### config.mk
export PLATFORM = sky130hd
export DESIGN_NAME = pwr_rst_ctrl
export DESIGN_NICKNAME = d
export VERILOG_FILES = /design/src/rtl/pwr_rst_ctrl.sv
export SDC_FILE = /design/constraint.sdc
export NUM_CORES = 1
export LEC_CHECK = 0
export ABC_AREA = 1
export BUFFER_PORTS_ARGS = -buffer_cell sky130_fd_sc_hd__buf_2
export CORE_ASPECT_RATIO = 1.4
export CORE_MARGIN = 2
export CORE_UTILIZATION = 52
export DETAILED_ROUTE_END_ITERATION = 10
export GPL_TIMING_DRIVEN = 0
export PLACE_DENSITY = 0.83
export SLEW_MARGIN = 20
export SYNTH_ARGS = -nofsm -noshare
export SYNTH_HDL_FRONTEND = slang
export SYNTH_SLANG_ARGS = --single-unit
### constraint.sdc
create_clock -name clk -period 3.7 [get_ports clk]
set_clock_uncertainty 0.2 [all_clocks]
set_input_delay 0 -clock clk [delete_from_list [all_inputs] [get_ports clk]]
set_output_delay 0 -clock clk [all_outputs]
set_load 0.005 [all_outputs]
### src/rtl/pwr_rst_ctrl.sv
module pwr_rst_ctrl #(
  parameter int FILT_LEN = 3,
  parameter int QUAL_CYC = 2,
  parameter int IDLE_BIT = 0,
  parameter int PD_BIT   = 1,
  parameter int KEEP_BIT = 4
) (
  input  logic       clk,
  input  logic       rst_n,
  input  logic       rst_pin,
  input  logic       irq_pend,
  input  logic       pcon_wr,
  input  logic [7:0] pcon_wdata,
  output logic [7:0] pcon_q,
  output logic       cpu_ce,
  output logic       per_ce,
  output logic       osc_en,
  output logic       sfr_rst,
  output logic [2:0] m_state,
  output logic       m_phase
);
  localparam int            QW        = $clog2(QUAL_CYC + 1);
  localparam logic [QW-1:0] QMAX      = QW'(QUAL_CYC);
  localparam logic [QW-1:0] QLAST     = QW'(QUAL_CYC - 1);
  localparam logic [7:0]    KEEP_MASK = 8'(1) << KEEP_BIT;
  localparam logic [2:0]    LAST_ST   = 3'd5;
  localparam logic [2:0]    SAMP_ST   = 3'd4;

  logic [1:0]          sync;
  logic [FILT_LEN-1:0] shf;
  logic                pin_f;
  logic [2:0]          st;
  logic                ph;
  logic [QW-1:0]       qcnt;
  logic                hold, rel;
  logic [7:0]          pcon;
  logic                pd, idle, p2, samp, bound;

  assign pd     = pcon[PD_BIT];
  assign idle   = pcon[IDLE_BIT];
  assign osc_en = !pd || pin_f;
  assign p2     = osc_en && ph;
  assign samp   = p2 && (st == SAMP_ST);
  assign bound  = p2 && (st == LAST_ST);
  assign per_ce = p2 && !pd;
  assign cpu_ce = per_ce && !idle;

  assign pcon_q  = pcon;
  assign sfr_rst = hold;
  assign m_state = st;
  assign m_phase = ph;

  always_ff @(posedge clk or negedge rst_n) begin
    if (!rst_n) begin
      sync  <= '0;
      shf   <= '0;
      pin_f <= 1'b0;
    end else begin
      sync <= {sync[0], rst_pin};
      shf  <= {shf[FILT_LEN-2:0], sync[1]};
      if (&shf)       pin_f <= 1'b1;
      else if (~|shf) pin_f <= 1'b0;
    end
  end

  always_ff @(posedge clk or negedge rst_n) begin
    if (!rst_n) begin
      st <= '0;
      ph <= 1'b0;
    end else if (osc_en) begin
      ph <= ~ph;
      if (ph) st <= (st == LAST_ST) ? 3'd0 : st + 3'd1;
    end
  end

  always_ff @(posedge clk or negedge rst_n) begin
    if (!rst_n) begin
      hold <= 1'b1;
      rel  <= 1'b0;
      qcnt <= '0;
    end else begin
      if (samp) begin
        if (pin_f) begin
          rel <= 1'b0;
          if (qcnt < QMAX)   qcnt <= qcnt + QW'(1);
          if (qcnt >= QLAST) hold <= 1'b1;
        end else begin
          qcnt <= '0;
          if (hold) rel <= 1'b1;
        end
      end
      if (bound && rel) begin
        hold <= 1'b0;
        rel  <= 1'b0;
      end
    end
  end

  always_ff @(posedge clk or negedge rst_n) begin
    if (!rst_n)                      pcon <= KEEP_MASK;
    else if (hold)                   pcon <= pcon & KEEP_MASK;
    else if (pcon_wr)                pcon <= pcon_wdata;
    else if (irq_pend && idle && !pd) pcon[IDLE_BIT] <= 1'b0;
  end
endmodule

==> results of run 1 <==
-- cell families after synthesis --
| family | share of synthesized area [%] |
|---|---|
| AND/OR/NAND/NOR | 29.8 |
| flip-flops | 57.9 |
| buffers and inverters | 5.11 |
| AO/OA/AOI/OAI | 5.90 |
| adder cells (fa/ha/maj) | 1.31 |
-- layout make-up --
type / instances / share of cell area [%]
repair buffers: 54 / 28.5
clock buffers: 4 / 2.55
inverters: 11 / 3.08
well taps: 20 / 1.76
plain buffers: 1 / 0.352
flip-flops and latches: 22 / 38.9
multi-input cells: 64 / 24.8
-- sequential cells by signal, indices dropped and copies added (netlist names) --
register	count
m_state	3
shf	3
pcon_q	8
sync	2
pin_f	1
sfr_rst	1
rel	1
m_phase	1
qcnt	2
-- cells in the final DEF, fill, tap and decap left out, drive strengths merged --
master	count
ha	1
and2	1
dfrtp	20
nor3	3
buf	28
nor2	13
nand4	1
nand3	8
dfstp	2
o21ai	2
a31oi	1
clkbuf	4
o211ai	1
dlygate4sd3	27
nand2	28
a21oi	5
inv	11
-- final timing paths --
kind                         start        end
setup / recovery           sfr_rst  pcon_q[6]
hold / removal             rst_pin    sync[0]
setup reg to reg           sfr_rst  pcon_q[6]
hold reg to reg            sync[0]    sync[1]
max in group asynchronous    rst_n  pcon_q[2]
min in group asynchronous    rst_n  pcon_q[4]
-- power by group --
group          total [mW]  switching, mW  internal, mW
clock network       0.134         0.0735        0.0601
registers           0.359         0.0610         0.298
logic               0.316          0.176         0.140
-- cells in the mapped netlist (2+ instances only) --
library cell	count	share of area, %
a21oi_1	4	2.1
dfrtp_1	20	52
dfstp_2	2	5.5
inv_1	7	2.8
inv_2	3	1.2
nand2_1	22	8.7
nand2_2	4	2.6
nand3_1	8	4.2
nor2_1	9	3.5
nor2_2	2	1.3
nor3_1	3	1.6
-- through the flow --
step / power, mW / cells / instance area (um2) / hold WS (ns) / setup slack (ns)
floorplan: 0.519 / 98 / 955 / -0.496 / 2.45
global placement: 0.597 / 145 / 1110 / -0.223 / 2.39
detailed placement: 0.610 / 145 / 1110 / -0.215 / 2.35
CTS: 0.779 / 176 / 1420 / 0.131 / 1.42
global route: 0.861 / 176 / 1420 / 0.0989 / 1.29
finish: 0.809 / 176 / 1420 / 0.124 / 1.41
-- what timing repair did --
| action | in CTS | in global routing |
|---|---|---|
| endpoints found under the hold margin | 31 | 0 |
| setup buffers | 0 | 0 |
| hold buffers | 27 | 0 |
-- per-layer routing --
metal,GRT usage (%),wire [um],vias to the layer above
met1,40.1,1130,464
met2,46.8,1400,52
met3,8.13,182,4
li1,-,-,428
met5,0,0,-
met4,13.3,51,0
==> impl_metrics.tcl, run 1 <==
set metrics [dict create \
    cpPeakStageDelay_ns 0.61 \
    drv_cap 0 \
    ant_nets 0 \
    totalWireLength_um 2760 \
    rsz0062_at_grt "no" \
    die_area_um2 2200 \
    path_cells "inv_2 -> nand3_1 -> dlygate4sd3_1 -> nand2_1 -> dlygate4sd3_1" \
    syn_to_final_growth_pct 48.9 \
    vdd_ir_drop_max_mv 0.405 \
    insertion_delay_ns 0.31 \
    worst_setup_path_start_kind "flop" \
    floorplan.rows 18 \
    synth_area_um2 955 \
    min_path_cells 2 \
    critical_path_class "reg2reg" \
    ios 29 \
    syn_nets 112 \
    path_common_cell "dlygate4sd3_1" \
    clock.fmax_ghz 0.437 \
    place.gp.congestion 0.712 \
    track_usage_pct 30.5 \
    cts_tree "done" \
    initial_core_util_pct 54.3 \
    ys_seq_area_share_pct 57.9 \
    final_nets 171 \
    drc_errors 0 \
    tns_ns 0 \
    cp.depth 5 \
    setup_violations 0 \
    first_pass_iters 4 \
    fillers 92 \
    grt_pass1_wl_um 4270 \
    final_util_pct 80.9 \
    r2r_slack_ns 1.41 \
    drive_above_1_share_pct 32.1 \
    grt_max_degree 21 \
    finalCritPeriodShare_pct 61.9 \
    period_needed_ns 2.29 \
    worstRegToRegCells 5 \
    drt_iter0_markers 29 \
    worstPathMaxFanout 10 \
    wl_per_cell_um 15.7 \
    multi_input_area_um2 353 \
    worst_slew_pin_slew_ns 0.883 \
    die_h_um 54.7 \
    synth_edf_count 0 \
    power.leakage_nw 0.736 \
    cpMaxStageDelayCell "dfstp_2" \
    antenna_found_initial 0 \
    synth_seq_cells 22 \
    cts_made_buffers 3 \
    synth_cell_types 25 \
    synthCells 98 \
    crit_required_ns 3.70 \
    root_buffer "clkbuf_4" \
    cts_resized 0 \
    hold_violations 0 \
    htreeDepth 1 \
    clkSinkCount 22 \
    worstPathArrival_ns 2.29 \
    num_vias 948 \
    cts_buffer_depth 2 \
    antenna-diode-count 0 \
    clkTransAtPathRegs_ns 0.12 \
    seq_area_um2 553 \
    grt_pass1_vias 912 \
    via_per_inst 5.39 \
    syn_area_per_cell_um2 9.74 \
    critPathCaptureType "flop" \
    io_buffers 27 \
    critPathTopFamily "buffers and inverters" \
    die_w_um 40.2 \
    min_path_type "in2reg" \
    slew_violations 0 \
    p_per_area_nw_per_um2 569 \
    path_buf_inv 3 \
    yosys_warnings 0 \
    synth_ff_type "dfrtp_1" \
    async_flop_share_pct 100 \
    post-dp-hpwl_um 1290 \
    slew_headroom_pct 40.9 \
    coreArea_um2 1760 \
    grt-ovfl-total 0 \
    status "complete, no violations" \
]
Power figures use the tool's default switching activity.
==> inputs of run 2 (changes only) <==
--- a/config.mk
+++ b/config.mk
@@ -9,10 +9,10 @@
 export BUFFER_PORTS_ARGS = -buffer_cell sky130_fd_sc_hd__buf_2
 export CORE_ASPECT_RATIO = 1.4
 export CORE_MARGIN = 2
-export CORE_UTILIZATION = 52
+export CORE_UTILIZATION = 49
 export DETAILED_ROUTE_END_ITERATION = 10
 export GPL_TIMING_DRIVEN = 0
-export PLACE_DENSITY = 0.83
+export PLACE_DENSITY = 0.79
 export SLEW_MARGIN = 20
 export SYNTH_ARGS = -nofsm -noshare
 export SYNTH_HDL_FRONTEND = slang
==> constraint.sdc (replaced) <==
create_clock -name clk -period 2.3 [get_ports clk]
set_clock_uncertainty 0.2 [all_clocks]
set_input_delay 0 -clock clk [delete_from_list [all_inputs] [get_ports clk]]
set_output_delay 0 -clock clk [all_outputs]
set_load 0.005 [all_outputs]
==> run 2 against run 1 <==
Against the previous run: register-to-register slack got worse by 1.4 ns; final area decreased by 0.53%; global-route usage increased by 0.67 points; count of clock-buffer cells in the layout unchanged; largest cell class unchanged.
==> impl_metrics.tcl, run 2 (synthesis gave the netlist of run 1 again) <==
set metrics [dict create \
    first_pass_iters 4 \
    pre_cts_ws_ns 0.985 \
    vdd_ir_drop_max_mv 0.703 \
    ios 29 \
    path_buf_inv 3 \
    grt-ovfl-total 0 \
    drt_iter0_markers 39 \
    via_per_inst 5.35 \
    worst_setup_path_start_kind "flop" \
    syn_to_final_growth_pct 48.1 \
    setup_slack_ns 0.0492 \
    cts_buffer_depth 2 \
    cpMaxStageDelayCell "dfstp_2" \
    clock.fmax_ghz 0.444 \
    die_w_um 41.3 \
    wl_met3_um 193 \
    critPathTopFamily "buffers and inverters" \
    tns_ns 0 \
    grt_pass1_vias 1007 \
    root_buffer "clkbuf_4" \
    stdcell_area_um2 1410 \
    ant_nets 0 \
    hold_slack_ns 0.111 \
    critical_path_class "reg2reg" \
    finalNonFillerCells 175 \
    antenna_found_initial 0 \
    p_per_area_nw_per_um2 915 \
    final_nets 170 \
    drive_above_1_share_pct 32.9 \
    insertion_delay_ns 0.32 \
    cts_tree "done" \
    worstPathMaxFanout 10 \
    io_buffers 27 \
    floorplan.rows 18 \
    min_path_type "in2reg" \
    die_h_um 56.2 \
    slew_headroom_pct 41.4 \
    htreeDepth 1 \
    period_needed_ns 2.25 \
    cts_made_buffers 3 \
    final_util_pct 78.5 \
    final_common_cell "buf_2" \
    wl_met2_um 1480 \
    clkTransAtPathRegs_ns 0.12 \
    slew_violations 0 \
    wl_per_cell_um 16.6 \
    wl_met1_um 1120 \
    totalWireLength_um 2900 \
    total_power_mw 1.29 \
    power.leakage_nw 0.745 \
    drv_cap 0 \
    routed.top_layer "met4" \
    cpPeakStageDelay_ns 0.60 \
    path_common_cell "dlygate4sd3_1" \
    place.gp.congestion 0.680 \
    mostFrequentLayoutCells "28 x buf_2, 24 x dlygate4sd3_1, 22 x nand2_1" \
    critPathCaptureType "flop" \
    status "complete, no violations" \
    dp.cells 145 \
    largest_reg_flops 8 \
    track_usage_pct 31.2 \
    setup_violations 0 \
    finalCritPeriodShare_pct 97.9 \
    grt_max_degree 21 \
    initial_core_util_pct 53.0 \
    coreArea_um2 1800 \
    fillers 106 \
    worst_slew_pin_slew_ns 0.880 \
    die_area_um2 2320 \
    path_cells "inv_4 -> nand3_1 -> dlygate4sd3_1 -> nand2_1 -> dlygate4sd3_1" \
    num_vias 936 \
    post-dp-hpwl_um 1310 \
    clkSinkCount 22 \
    worstPathArrival_ns 2.27 \
    grt_pass1_wl_um 4750 \
    hold_violations 0 \
    drc_errors 0 \
    antenna-diode-count 0 \
    placed_cell_area_um2 1110 \
    crit_required_ns 2.31 \
]
==> run 2: changes by cell type in the layout (fill, tap and decap cells not counted) <==
cell and delta:
inv_4 +1, dlymetal6s4s_1 +1, dlygate4sd3_1 -3, buf_4 +1, inv_2 -1
==> run 2: timing repair <==
item	in CTS	in global routing
hold buffers	27	0
setup buffers	0	1
endpoints found under the setup margin	0	26
endpoints found under the hold margin	31	0
gates resized for setup	0	2
==> run 2: final cells by class <==
type	count	area, um2	area share (%)
Sequential cell	22	553	39.1
Timing Repair Buffer	53	395	28.0
Multi-Input combinational cell	64	353	25.0
Inverter	11	46.3	3.27
Clock buffer	4	36.3	2.57
Tap cell	20	25.0	1.77
Buffer	1	5.00	0.354
==> run 2: per-layer routing <==
layer / GRT usage, % / up-vias
met5: 0 / -
met4: 15.2 / 0
met3: 9.60 / 13
met2: 48.0 / 48
met1: 37.6 / 450
li1: - / 425
==> run 2: report_power, final <==
part | internal, mW | total (mW) | switching [mW]
logic | 0.225 | 0.495 | 0.270
clock network | 0.0970 | 0.217 | 0.120
registers | 0.480 | 0.581 | 0.101
total | 0.802 | 1.29 | 0.491
==> run 2: path summary, 6_finish.rpt <==
kind,start,endpoint,slack (ns),cells after the start
setup / recovery,sfr_rst,pcon_q[2],0.05,5
hold / removal,rst_pin,sync[0],0.11,2
setup reg to reg,sfr_rst,pcon_q[2],0.05,5
hold reg to reg,sync[1],shf[0],0.16,0
max in group asynchronous,rst_n,rel,0.45,4
min in group asynchronous,rst_n,pcon_q[4],0.54,3
==> run 2: worst reg2reg max path: stages (launching register included) <==
cell and delay [ns]:
dfstp_2 0.60, inv_4 0.08, nand3_1 0.08, dlygate4sd3_1 0.57, nand2_1 0.07, dlygate4sd3_1 0.56
